File: src/rtl/vlset_pkg.sv
package vlset_pkg;

   // which rule produced the new vector length
   typedef enum logic [1:0] {
      PICK_IMM  = 2'd0,
      PICK_FULL = 2'd1,
      PICK_HALF = 2'd2,
      PICK_PASS = 2'd3
   } vl_pick_e;

   function automatic int max_i(input int a, input int b);
      return (a > b) ? a : b;
   endfunction

endpackage

File: src/rtl/vlset_pick.sv
module vlset_pick
   import vlset_pkg::*;
#(
   parameter int XLEN      = 32,
   parameter int IMM_W     = 12,
   parameter int CMP_STYLE = 0,
   localparam int VL_W     = $clog2(XLEN + 1)
) (
   input  logic [IMM_W-1:0] imm,
   input  logic             src_zero,
   input  logic [XLEN-1:0]  src,
   output logic             illegal,
   output logic [VL_W-1:0]  next_vl
);

   // compare width: one bit wider than the widest operand so 2*imm cannot wrap
   localparam int CW = max_i(XLEN, IMM_W) + 1;
   localparam logic [CW-1:0] XLEN_C = CW'(XLEN);

   logic [CW-1:0] imm_w;
   logic [CW-1:0] src_w;
   logic          above_dbl;
   logic          above_imm;
   vl_pick_e      pick;

   assign imm_w = CW'(imm);
   assign src_w = CW'(src);

   assign illegal   = imm_w > XLEN_C;
   assign above_imm = src_w > imm_w;

   generate
      if (CMP_STYLE == 0) begin : g_cmp_wide
         // doubled immediate in the extra bit of headroom
         logic [CW-1:0] imm_dbl;
         assign imm_dbl   = {imm_w[CW-2:0], 1'b0};
         assign above_dbl = src_w > imm_dbl;
      end else begin : g_cmp_half
         // halve the source instead of doubling the immediate
         logic [CW-1:0] src_half;
         assign src_half  = {1'b0, src_w[CW-1:1]};
         assign above_dbl = (src_half > imm_w) ||
                            ((src_half == imm_w) && src_w[0]);
      end
   endgenerate

   always_comb begin
      if (src_zero)       pick = PICK_IMM;
      else if (above_dbl) pick = PICK_FULL;
      else if (above_imm) pick = PICK_HALF;
      else                pick = PICK_PASS;
   end

   always_comb begin
      unique case (pick)
         PICK_IMM:  next_vl = imm_w[VL_W-1:0];
         PICK_FULL: next_vl = XLEN_C[VL_W-1:0];
         PICK_HALF: next_vl = src_w[VL_W:1];
         default:   next_vl = src_w[VL_W-1:0];
      endcase
   end

endmodule

File: src/rtl/vlset_len_reg.sv
module vlset_len_reg #(
   parameter int XLEN  = 32,
   localparam int VL_W = $clog2(XLEN + 1)
) (
   input  logic            clk,
   input  logic            rst_n,
   input  logic            op_valid,
   input  logic            illegal,
   input  logic [VL_W-1:0] next_vl,
   output logic [VL_W-1:0] vl_q,
   output logic            res_valid,
   output logic            trap
);

   logic accept;
   assign accept = op_valid && !illegal;

   always_ff @(posedge clk) begin
      if (!rst_n) begin
         vl_q      <= '0;
         res_valid <= 1'b0;
         trap      <= 1'b0;
      end else begin
         res_valid <= accept;
         trap      <= op_valid && illegal;
         if (accept) vl_q <= next_vl;
      end
   end

endmodule

File: src/rtl/vlset_start_reg.sv
module vlset_start_reg #(
   parameter int XLEN  = 32,
   localparam int SI_W = $clog2(XLEN)
) (
   input  logic            clk,
   input  logic            rst_n,
   input  logic            wr_en,
   input  logic [SI_W-1:0] wr_data,
   input  logic            clr,
   output logic [SI_W-1:0] start_q
);

   always_ff @(posedge clk) begin
      if (!rst_n)     start_q <= '0;
      else if (wr_en) start_q <= wr_data;
      else if (clr)   start_q <= '0;
   end

endmodule

File: src/rtl/vlen_set_unit.sv
module vlen_set_unit #(
   parameter int XLEN      = 32,
   parameter int IMM_W     = 12,
   parameter int CMP_STYLE = 0,
   localparam int VL_W     = $clog2(XLEN + 1),
   localparam int SI_W     = $clog2(XLEN)
) (
   input  logic             clk,
   input  logic             rst_n,
   input  logic             op_valid,
   input  logic [IMM_W-1:0] op_imm,
   input  logic             op_src_zero,
   input  logic [XLEN-1:0]  op_src_val,
   input  logic             start_wr_en,
   input  logic [SI_W-1:0]  start_wr_data,
   input  logic             done_clr,
   output logic [VL_W-1:0]  vl_q,
   output logic [SI_W-1:0]  start_q,
   output logic             res_valid,
   output logic [XLEN-1:0]  res_len,
   output logic             trap
);

   generate
      if (XLEN != 32 && XLEN != 64) begin : g_bad_xlen
         $error("vlen_set_unit: XLEN must be 32 or 64");
      end
      if (IMM_W < VL_W || IMM_W >= XLEN) begin : g_bad_imm
         $error("vlen_set_unit: IMM_W must hold XLEN and stay below XLEN bits");
      end
      if (CMP_STYLE != 0 && CMP_STYLE != 1) begin : g_bad_cmp
         $error("vlen_set_unit: CMP_STYLE must be 0 or 1");
      end
   endgenerate

   logic            illegal;
   logic [VL_W-1:0] next_vl;

   vlset_pick #(
      .XLEN      (XLEN),
      .IMM_W     (IMM_W),
      .CMP_STYLE (CMP_STYLE)
   ) u_pick (
      .imm      (op_imm),
      .src_zero (op_src_zero),
      .src      (op_src_val),
      .illegal  (illegal),
      .next_vl  (next_vl)
   );

   vlset_len_reg #(
      .XLEN (XLEN)
   ) u_len (
      .clk       (clk),
      .rst_n     (rst_n),
      .op_valid  (op_valid),
      .illegal   (illegal),
      .next_vl   (next_vl),
      .vl_q      (vl_q),
      .res_valid (res_valid),
      .trap      (trap)
   );

   vlset_start_reg #(
      .XLEN (XLEN)
   ) u_start (
      .clk     (clk),
      .rst_n   (rst_n),
      .wr_en   (start_wr_en),
      .wr_data (start_wr_data),
      .clr     (done_clr),
      .start_q (start_q)
   );

   assign res_len = {{(XLEN-VL_W){1'b0}}, vl_q};

endmodule

File: config.mk
export PLATFORM = sky130hd
export DESIGN_NAME = vlen_set_unit
export DESIGN_NICKNAME = d
export VERILOG_FILES = /design/src/rtl/vlset_pkg.sv /design/src/rtl/vlset_pick.sv /design/src/rtl/vlset_len_reg.sv /design/src/rtl/vlset_start_reg.sv /design/src/rtl/vlen_set_unit.sv
export SDC_FILE = /design/constraint.sdc
export NUM_CORES = 1
export LEC_CHECK = 0
export BUFFER_PORTS_ARGS = -buffer_cell sky130_fd_sc_hd__buf_2
export CAP_MARGIN = 20
export CORE_MARGIN = 2
export CORE_UTILIZATION = 43
export CTS_CLUSTER_DIAMETER = 200
export CTS_CLUSTER_SIZE = 8
export DETAILED_ROUTE_END_ITERATION = 6
export PLACE_DENSITY_LB_ADDON = 0.12
export SLEW_MARGIN = 40
export SYNTH_ARGS = -nofsm -noshare
export SYNTH_HDL_FRONTEND = slang
export SYNTH_SLANG_ARGS = --single-unit
File: constraint.sdc
create_clock -name clk -period 2.48 [get_ports clk]
set_input_delay 0.372 -clock clk [delete_from_list [all_inputs] [get_ports clk]]
set_output_delay 0.372 -clock clk [all_outputs]
set_load 0.05 [all_outputs]
Yosys cells after proc, flatten, opt, wreduce, memory -nomap -nowiden
Index checks and enable logic that the tools add are counted.
{"block": "op_classes", "add_sub_neg": 0, "mul": 0, "div_mod_pow": 0, "magnitude_cmp": 3, "eq_ne": 2, "n_shift": 0, "n_mux": 6, "bitwise_logic": 0, "reduce_logical": 5}
{"cell": "greater-than comparator 32 x 12 -> 1 bit", "n": 1}
{"cell": "greater-than comparator 32 x 13 -> 1 bit", "n": 1}
{"cell": "one-hot mux 6 bit (3 select lines)", "n": 1}
{"cell": "greater-than comparator 12 x 6 -> 1 bit, second input constant", "n": 1}
{"cell": "two-way mux 5 bit", "n": 2}
{"cell": "two-way mux 2 bit", "n": 2}
{"cell": "equality test 2 x 1 -> 1 bit, second input constant", "n": 1}
{"cell": "equality test 2 bit, second input constant", "n": 1}
{"cell": "logical AND 1 bit", "n": 2}
{"cell": "zero test 2 bit", "n": 1}
{"cell": "nonzero test 2 bit", "n": 1}
{"cell": "zero test 1 bit", "n": 1}
{"cell": "two-way mux 1 bit", "n": 1}
{"block": "word_totals", "reg_bits": 13, "latchBits": 0, "ramBits": 0, "romBits": 0, "input_bits": 55, "out_inout_bits": 45, "elab_cells": 20, "n_memories": 0}

Depth between registers and ports, before layout
Gate-level depths: netlist of run 1.
{"block": "depth", "depth_word": 6, "depth_mapped": 8, "mapped_depth_nobuf": 8}

Modules after synthesis
From an unflattened synthesis of run 1, not the netlist that was laid out.
{"block": "hier_totals", "hier_cells": 195, "area_unflattened_um2": 1637.8}
{"mod": "vlset_pick", "n_inst": 1, "cells_each": 109, "area_per_inst_um2": 875.8, "seq_area_each_um2": 0.0}
{"mod": "vlset_len_reg", "n_inst": 1, "cells_each": 31, "area_per_inst_um2": 316.6, "seq_area_each_um2": 160.2}
{"mod": "vlen_set_unit", "n_inst": 1, "cells_each": 33, "area_per_inst_um2": 244.0, "seq_area_each_um2": 0.0}
{"mod": "vlset_start_reg", "n_inst": 1, "cells_each": 22, "area_per_inst_um2": 201.4, "seq_area_each_um2": 100.1}

Least setup slack after synthesis of run 1
No wires, ideal clock.
{"block": "synth_timing", "path_type": "input port to flip-flop", "from": "in op_imm[11]", "to": "reg u_len.vl_q[0]", "setup_time_ns": 0.084, "t_arrival_ns": 2.164, "required_time_ns": 2.396, "setup_slack_ns": 0.232, "cell_stages": 8, "path_buffers": 0, "path_cell_list": "inv_1 -> ha_1 -> nor4_2 -> o221ai_1 -> or4_4 -> a311oi_2 -> o211ai_1 -> o221ai_1"}
{"block": "synth_between", "elab_chain_cells": 6, "word_cells_on_any_way": 12, "cone_classes": "order compare (3); eq/ne (2); mux (4); reduce/logical (3)"}
{"element": "start: declaration", "line_no": "vlen_set_unit.sv:11", "rtl": "input logic [IMM_W-1:0] op_imm,"}
{"element": "greater-than comparator 32 x 12 -> 1 bit", "line_no": "vlset_pick.sv:30", "rtl": "assign above_imm = src_w > imm_w;"}
{"element": "two-way mux 1 bit", "line_no": "vlset_pick.sv:50", "rtl": "else if (above_imm) pick = PICK_HALF;"}
{"element": "two-way mux 2 bit", "line_no": "vlset_pick.sv:49", "rtl": "else if (above_dbl) pick = PICK_FULL;"}
{"element": "two-way mux 2 bit", "line_no": "vlset_pick.sv:48", "rtl": "if (src_zero) pick = PICK_IMM;"}
{"element": "equality test 2 bit (tied with other cells)", "line_no": "vlset_pick.sv:55", "rtl": "unique case (pick)"}
{"element": "one-hot mux 6 bit (3 select lines)", "line_no": "vlset_pick.sv:55"}
{"element": "end signal: assignment", "line_no": "vlset_len_reg.sv:26", "rtl": "if (accept) vl_q <= next_vl;"}
{"element": "end: declaration", "line_no": "vlset_len_reg.sv:10", "rtl": "output logic [VL_W-1:0] vl_q,"}
Several ways; a longest one is shown, not always the timed one.
A chain may end at the register's enable or synchronous reset.

Worst setup path in the final report of run 1
{"block": "layout_timing", "from": "in op_imm[11]", "to": "reg u_len.vl_q[2]"}
Same word-level chain as after synthesis.

==> flow_metrics.env, run 1 <==
export IMPL_status="finished, final reports clean"
export IMPL_avgSynthCellArea_sq_um=7.97
export IMPL_synth_edf_count=0
export IMPL_placed_cell_area_sq_mm=0.00191
export IMPL_drt_iter0_drc=36
export IMPL_dp_hpwl_mm=3.26
export IMPL_grt_use_total_pct=17.8
export IMPL_nFillCells=358
export IMPL_r2r_cells=3
export IMPL_most_common_layout_cells="buf_2, conb_1, ha_1"
export IMPL_diodes=0
export IMPL_nNetsFinal=354
export IMPL_r2r_start="u_len.vl_q[0]"
export IMPL_power_total_mw=0.629
export IMPL_worst_slack_ps=206
export IMPL_hold_worst_slack_ps=362
export IMPL_arrival_ps=2460
export IMPL_grt_pass1_wl_mm=6.02
export IMPL_synth_area_sq_mm=0.00157
export IMPL_fin_skew_ps=0
export IMPL_clk_latency_ps=270
export IMPL_core_area_sq_mm=0.00342
export IMPL_crit_top_cell="o221ai_1"
export IMPL_crit_type="in -> reg"
export IMPL_drive_gt1_share_pct=36.5
export IMPL_r2r_end="u_len.vl_q[0]"
export IMPL_hp_start="start_wr_data[3]"
export IMPL_r2r_slack_ps=1590
export IMPL_start_kind="primary input"
export IMPL_worstPathMaxFanout=5
export IMPL_grt_max_degree=16
export IMPL_numCtsBuffers=3
export IMPL_num_vias=1564
export IMPL_ys_seq_area_share_pct=16.6
export IMPL_fin_area_sq_mm=0.00194
export IMPL_vdd_drop_max_uv=122
export IMPL_setup_viol=0
export IMPL_cp_depth=9
export IMPL_worstHoldPathCells=3
export IMPL_drt_vias_per_instance=4.89
export IMPL_io_pins=100
export IMPL_wl_mm=3.61
export IMPL_cts_tree="yes"
export IMPL_leakage_nw=1.03
export IMPL_slew_violations=0
export IMPL_clockBufferDepth=2
export IMPL_finalSetupTns_ps=0
export IMPL_yosys_top_cells_area="ha_1, dfxtp_1, buf_4"
export IMPL_drv_cap=0
export IMPL_endpoint_kind="register"
export IMPL_path_cells="buf_2, inv_1, ha_1, nor4_2, o221ai_1, or4_4, a311oi_2, nand4_1, o221ai_1"
export IMPL_antenna_left=0
export IMPL_cts_root_buf="clkbuf_4"
export IMPL_h_tree_depth=1
export IMPL_overflow=0
export IMPL_yosys_area_top_type="ha_1"
export IMPL_fp_row_count=21
export IMPL_wl_per_cell_um=11.3
export IMPL_hold_class="in -> reg"
export IMPL_yosysWarnings=0
export IMPL_synth_cell_types=40
export IMPL_final_cells=320
export IMPL_synth_async_reset_ratio_pct=0
export IMPL_die_area_sq_mm=0.00415
export IMPL_multi_input_area_sq_mm=0.00109
export IMPL_final_core_util_pct=56.7
export IMPL_first_pass_iters=4
export IMPL_path_delay_family="simple AND/OR/NAND/NOR gates"
export IMPL_regArea_sq_um=260
export IMPL_initial_core_util_pct=46.0
export IMPL_clkTransAtPathRegs_ps=80
export IMPL_power_density_mw_per_mm2=325
export IMPL_rsz0062_at_grt="no"
export IMPL_antenna_found_initial=0
export IMPL_required_ps=2670
export IMPL_path_buf_inv=2
export IMPL_die_width_um=64.4
export IMPL_finalCritPeriodShare_pct=91.7
export IMPL_portBuffers=73
export IMPL_die_y_um=64.4
export IMPL_yosysTopAreaCellShare_pct=19.1
export IMPL_cts_resized=0
export IMPL_ys_ff_latch=13
export IMPL_area_growth_synth_to_final_pct=23.3
export IMPL_clock_sinks=13
export IMPL_layout_commonest_cell="buf_2"
export IMPL_place_ws_ps=-99.8
export IMPL_gp_congestion=0.822
export IMPL_synth_ff_type="dfxtp_1"
export IMPL_post_place_cells=316
export IMPL_min_period_ps=2270
export IMPL_cpPeakStageDelay_ps=540
export IMPL_postSynthCellCount=197
export IMPL_hold_violations=0
export IMPL_cts_hold_buffers_added=0
export IMPL_hold_end="u_start.start_q[3]"
export IMPL_drc=0
export IMPL_cp_slowest_cell="or4_4"
export IMPL_grt_pass1_vias=1445
export IMPL_cts_setup_buffers=0
export IMPL_fmax_mhz=440
[flip-flops by register name (all words and copies together) (netlist names)]
register         count
u_len.trap           1
u_start.start_q      5
u_len.res_valid      1
u_len.vl_q           6
[power breakdown]
group | switching, mW | internal, mW | total, mW
Clock | 0.0632 | 0.0621 | 0.125
Sequential | 0.00177 | 0.213 | 0.215
Combinational | 0.197 | 0.0909 | 0.288
[tightest hold or removal path, cell delays in order]
cell	delay, ps
buf_2	70
a21oi_1	50
nor2b_1	90
[cell families after synthesis]
logic type	after synthesis	share of synthesized area, %
AND/OR/NAND/NOR	65	24.5
buffers and inverters	52	20.1
AO/OA/AOI/OAI	37	15.9
adder cells (fa/ha/maj)	24	19.1
flip-flops	13	16.6
multiplexers	5	3.59
other	1	0.239
[synthesized netlist by cell type (all sizes together), types with 2 or more instances]
library cell  number
mux2               5
a21oi             19
nor3               2
nor2b              6
buf               32
nand2             16
or2                2
nand3              4
nor3b              5
nand4              6
nor4               5
dfxtp             13
o221ai             6
and3               2
or4                4
inv               17
nor2               7
a211oi             2
o21ai              3
clkbuf             3
o211ai             2
ha                24
[metal layers]
metal  wire (um)  vias to the layer above  track usage [%]  part of all wire [%]
li1            -                      811                -                     -
met1        1590                      685             23.4                    44
met2        1760                       66             31.4                    49
met3         232                        2             1.22                   6.4
met4          29                        0             4.79                  0.80
met5           0                        -                0                     0
[worst max path at each step]
stage               start       endpoint  slack (ps)
3_3_place_gp   op_imm[11]  u_len.vl_q[2]         -50
2_1_floorplan  op_imm[11]  u_len.vl_q[0]         230
3_5_place_dp   op_imm[11]  u_len.vl_q[2]        -100
5_1_grt        op_imm[11]  u_len.vl_q[0]          30
4_1_cts        op_imm[11]  u_len.vl_q[2]         180
6_report       op_imm[11]  u_len.vl_q[2]         210
[final cells by class]
type / instances / share of cell area (%)
multi-input combinational: 157 / 56.2
timing repair buffer: 83 / 22.7
sequential: 13 / 13.4
inverter: 17 / 3.29
tap: 46 / 2.97
clock buffer: 4 / 1.36
No activity file was read; power rests on OpenSTA's default activity.
==> run 2: changes to the inputs <==
- CORE_UTILIZATION: 43 -> 46
- clock period: 2.48 -> 2.9 ns (I/O delays scaled with it)
==> run 2 against run 1 <==
Against the previous run:
- die area down 6.1%
- total power down 15%
- critical path depth unchanged
- highest routed layer unchanged
- first-iteration DRC count down 22%
- cell count down 3.1%
==> flow_metrics.env, run 2 (synthesized netlist as in run 1, its figures left out) <==
export IMPL_status="finished, final reports clean"
export IMPL_initial_core_util_pct=47.4
export IMPL_power_density_mw_per_mm2=286
export IMPL_vdd_drop_max_uv=111
export IMPL_grt_pass1_vias=1380
export IMPL_rsz0062_at_grt="no"
export IMPL_drt_vias_per_instance=5.02
export IMPL_drt_iter0_drc=28
export IMPL_grt_max_degree=16
export IMPL_grt_use_total_pct=17.9
export IMPL_clock_sinks=13
export IMPL_area_growth_synth_to_final_pct=18.6
export IMPL_core_area_sq_mm=0.00331
export IMPL_hold_violations=0
export IMPL_clockBufferDepth=2
export IMPL_hold_worst_slack_ps=420
export IMPL_start_kind="primary input"
export IMPL_clkTransAtPathRegs_ps=80
export IMPL_cts_tree="yes"
export IMPL_cp_slowest_cell="or4_4"
export IMPL_placed_cell_area_sq_mm=0.00184
export IMPL_crit_top_cell="o221ai_1"
export IMPL_antenna_found_initial=0
export IMPL_arrival_ps=2530
export IMPL_h_tree_depth=1
export IMPL_drc=0
export IMPL_fmax_mhz=428
export IMPL_slew_violations=0
export IMPL_crit_path_start="op_imm[11]"
export IMPL_cts_hold_buffers_added=0
export IMPL_layout_commonest_cell="buf_2"
export IMPL_io_pins=100
export IMPL_setup_viol=0
export IMPL_die_width_um=62.4
export IMPL_diodes=0
export IMPL_dp_hpwl_mm=3.08
export IMPL_largest_register="u_len.vl_q"
export IMPL_clk_latency_ps=280
export IMPL_hp_start="op_valid"
export IMPL_fin_area_sq_mm=0.00186
export IMPL_min_period_ps=2340
export IMPL_portBuffers=73
export IMPL_largest_reg_flops=6
export IMPL_finalSetupTns_ps=0
export IMPL_crit_type="in -> reg"
export IMPL_wl_mm=3.56
export IMPL_cts_setup_buffers=0
export IMPL_die_area_sq_mm=0.00390
export IMPL_finalCritPeriodShare_pct=80.5
export IMPL_gp_congestion=0.822
export IMPL_r2r_start="u_len.vl_q[2]"
export IMPL_nNetsFinal=344
export IMPL_endpoint_kind="register"
export IMPL_wl_per_cell_um=11.5
export IMPL_num_vias=1557
export IMPL_fin_skew_ps=0
export IMPL_overflow=0
export IMPL_fp_row_count=21
export IMPL_numCtsBuffers=3
export IMPL_largestRegisters="u_len.vl_q (6), u_start.start_q (5)"
export IMPL_worstPathMaxFanout=5
export IMPL_drv_cap=0
export IMPL_required_ps=3100
export IMPL_cts_resized=0
export IMPL_nFillCells=336
export IMPL_cts_root_buf="clkbuf_4"
export IMPL_cpPeakStageDelay_ps=530
export IMPL_path_cells="buf_2, inv_1, ha_1, nor4_2, o221ai_1, or4_4, a311oi_2, nand4_1, o221ai_1"
export IMPL_most_common_layout_cells="buf_2, conb_1, ha_1"
export IMPL_antenna_left=0
export IMPL_leakage_nw=0.981
export IMPL_grt_pass1_wl_mm=5.71
export IMPL_drive_gt1_share_pct=34.1
export IMPL_hold_class="in -> reg"
export IMPL_die_y_um=62.4
export IMPL_first_pass_iters=4
run 2: changes by cell type in the layout (fill, tap and decap cells not counted), sizes merged:
cell,change
buf,-10
run 2: layout make-up:
type	instances	area [sq um]	area share, %
Clock buffer	4	26.3	1.41
Inverter	17	63.8	3.43
Multi-Input combinational cell	157	1090	58.5
Sequential cell	13	260	14.0
Tap cell	46	57.6	3.09
Timing Repair Buffer	73	365	19.6
run 2: metal layers:
layer / routed length, um / up-vias / GRT usage, %
met2: 1640 / 77 / 31.2
met3: 245 / 2 / 1.80
met1: 1640 / 693 / 22.3
met5: 0 / - / 0
li1: - / 785 / -
met4: 25 / 0 / 7.78
run 2: worst paths after layout:
kind              slack [ps]  depth (start not counted)                  to
hold / removal           420                          3     u_len.res_valid
hold reg to reg          620                          3  u_start.start_q[0]
setup / recovery         560                          9       u_len.vl_q[2]
setup reg to reg        2020                          3       u_len.vl_q[2]
run 2: report_power, final:
group | leakage [nW] | internal [mW] | switching (mW)
sequential | 0.106 | 0.183 | 0.00136
combinational | 0.860 | 0.0705 | 0.167
clock | 0.0150 | 0.0533 | 0.0577
total | 0.981 | 0.306 | 0.226
run 2: worst max-delay path: cells and delay by family:
kind            cells  cell delay [ps]
simple gates        3             1060
buf+inv             2              140
fa+ha+maj           1              210
compound gates      3              680
run 2: metrics by stage:
step / power (mW) / std cells / worst slack (ps) / utilization, %
4_1_cts: 0.536 / 310 / 553 / 56.2
3_3_place_gp: 0.424 / 306 / 329 / 55.4
2_1_floorplan: 0.383 / 222 / 589 / -
3_5_place_dp: 0.425 / 306 / 270 / 55.4
6_report: 0.533 / 310 / 564 / 56.2
5_1_grt: 0.570 / 310 / 396 / 56.2
==> run 3: changes to the inputs <==
- CORE_UTILIZATION: 46 -> 43
- clock period: 2.9 -> 2.2 ns (I/O delays scaled with it)
==> run 3 against run 2 <==
Against the previous run:
- hold slack lost 110 ps
- setup slack lost 520 ps
- clock power grew 27%
- global-route usage grew 0.61 points
- non-clock buffer count grew 33
- sequential cell count is the same
- count of clock-buffer cells in the layout is the same
- first-iteration DRC count grew 100%
- die area grew 6.5%
- cell count grew 11%
- largest cell class unchanged
==> flow_metrics.env, run 3 (synthesized netlist as in run 1, its figures left out) <==
export IMPL_status="finished, final reports clean"
export IMPL_dp_hpwl_mm=3.40
export IMPL_endpoint_kind="register"
export IMPL_required_ps=2390
export IMPL_drive_gt1_share_pct=47.5
export IMPL_antenna_left=0
export IMPL_power_density_mw_per_mm2=342
export IMPL_portBuffers=73
export IMPL_largest_register="u_len.vl_q"
export IMPL_h_tree_depth=1
export IMPL_fin_skew_ps=0
export IMPL_clockBufferDepth=2
export IMPL_nNetsFinal=377
export IMPL_hold_violations=0
export IMPL_slew_violations=0
export IMPL_cts_root_buf="clkbuf_4"
export IMPL_largest_reg_flops=6
export IMPL_multi_input_area_sq_mm=0.00122
export IMPL_setup_viol=0
export IMPL_cts_hold_buffers_added=0
export IMPL_leakage_nw=1.16
export IMPL_fmax_mhz=463
export IMPL_hold_end="u_start.start_q[3]"
export IMPL_antenna_found_initial=0
export IMPL_clkTransAtPathRegs_ps=80
export IMPL_finalCritPeriodShare_pct=98.1
export IMPL_clk_latency_ps=260
export IMPL_fp_row_count=21
export IMPL_overflow=0
export IMPL_grt_pass1_vias=1425
export IMPL_regArea_sq_um=260
export IMPL_r2r_cells=3
export IMPL_numCtsBuffers=3
export IMPL_hold_class="in -> reg"
export IMPL_die_y_um=64.4
export IMPL_worstHoldPathCells=3
export IMPL_nFillCells=305
export IMPL_core_area_sq_mm=0.00342
export IMPL_first_pass_iters=4
export IMPL_io_pins=100
export IMPL_area_growth_synth_to_final_pct=44.0
export IMPL_worstPathMaxFanout=5
export IMPL_die_width_um=64.4
export IMPL_clock_sinks=13
export IMPL_placed_cell_area_sq_mm=0.00210
export IMPL_fin_area_sq_mm=0.00226
export IMPL_r2r_start="u_len.vl_q[5]"
export IMPL_grt_use_total_pct=18.5
export IMPL_hp_start="start_wr_data[3]"
export IMPL_most_common_layout_cells="buf_2, buf_4, conb_1"
export IMPL_num_vias=1646
export IMPL_diodes=0
export IMPL_r2r_slack_ps=1300
export IMPL_vdd_drop_max_uv=147
export IMPL_drv_cap=0
export IMPL_min_period_ps=2160
export IMPL_largestRegisters="u_len.vl_q (6), u_start.start_q (5)"
export IMPL_cts_tree="yes"
export IMPL_grt_max_degree=16
export IMPL_drt_iter0_drc=56
export IMPL_final_core_util_pct=66.2
export IMPL_initial_core_util_pct=46.0
export IMPL_crit_type="in -> reg"
export IMPL_die_area_sq_mm=0.00415
export IMPL_start_kind="primary input"
export IMPL_r2r_end="u_len.vl_q[5]"
export IMPL_layout_commonest_cell="buf_2"
export IMPL_drt_vias_per_instance=4.80
export IMPL_gp_congestion=0.909
export IMPL_power_total_mw=0.774
export IMPL_arrival_ps=2350
export IMPL_wl_mm=4.10
export IMPL_rsz0062_at_grt="yes"
export IMPL_drc=0
export IMPL_wl_per_cell_um=11.9
export IMPL_grt_pass1_wl_mm=6.15
[run 3: per-stage QoR]
stage          setup TNS [ps]  setup WS [ps]  std cells  hold slack (ps)
2_1_floorplan               0           2.71        222              458
3_3_place_gp            -1380           -244        339              592
3_5_place_dp            -1480           -287        339              594
4_1_cts                     0           10.4        343              308
5_1_grt                  -123          -56.6        343              309
6_report                    0           41.4        343              311
[run 3: timing repair]
item,in CTS,in global routing
cloned,0,0
gates resized for setup,2,19
pin swaps,6,13
setup buffers,0,0
endpoints found under the setup margin,1,6
[run 3: worst max path at each step]
stage                     from       endpoint  slack [ps]  cells after the start
finish              op_imm[10]  u_len.vl_q[2]          40                      9
global route        op_imm[10]  u_len.vl_q[2]         -60                      9
detailed placement   op_imm[8]  u_len.vl_q[2]        -290                      9
CTS                 op_imm[10]  u_len.vl_q[2]          10                      9
global placement     op_imm[8]  u_len.vl_q[2]        -240                      9
floorplan            op_imm[8]  u_len.vl_q[2]           3                      8
[run 3: layout make-up]
class | count | area share, %
Tap cell | 46 | 2.55
Clock buffer | 4 | 1.16
Sequential cell | 13 | 11.5
Timing Repair Buffer | 106 | 27.7
Multi-Input combinational cell | 157 | 54.1
Inverter | 17 | 3.04
[run 3: routing by layer]
metal  vias to the layer above  routed length (um)  global-route usage, %  part of all wire [%]
li1                        853                   -                      -                     -
met5                         -                   0                      0                     0
met3                         2                 272                   1.39                   6.6
met1                       718                1820                   24.8                    44
met2                        73                1990                   32.2                    49
met4                         0                  14                   4.79                  0.34
[run 3: critical path, stage by stage]
cell and delay [ps]:
buf_6 100, inv_4 60, ha_4 200, a21oi_2 170
o221ai_2 120, or4_4 540, a311oi_4 310, nand4_1 260
o221ai_2 250
[run 3: power by group]
part	switching [mW]	internal, mW
Clock	0.0709	0.0701
Combinational	0.244	0.146
Sequential	0.00184	0.241
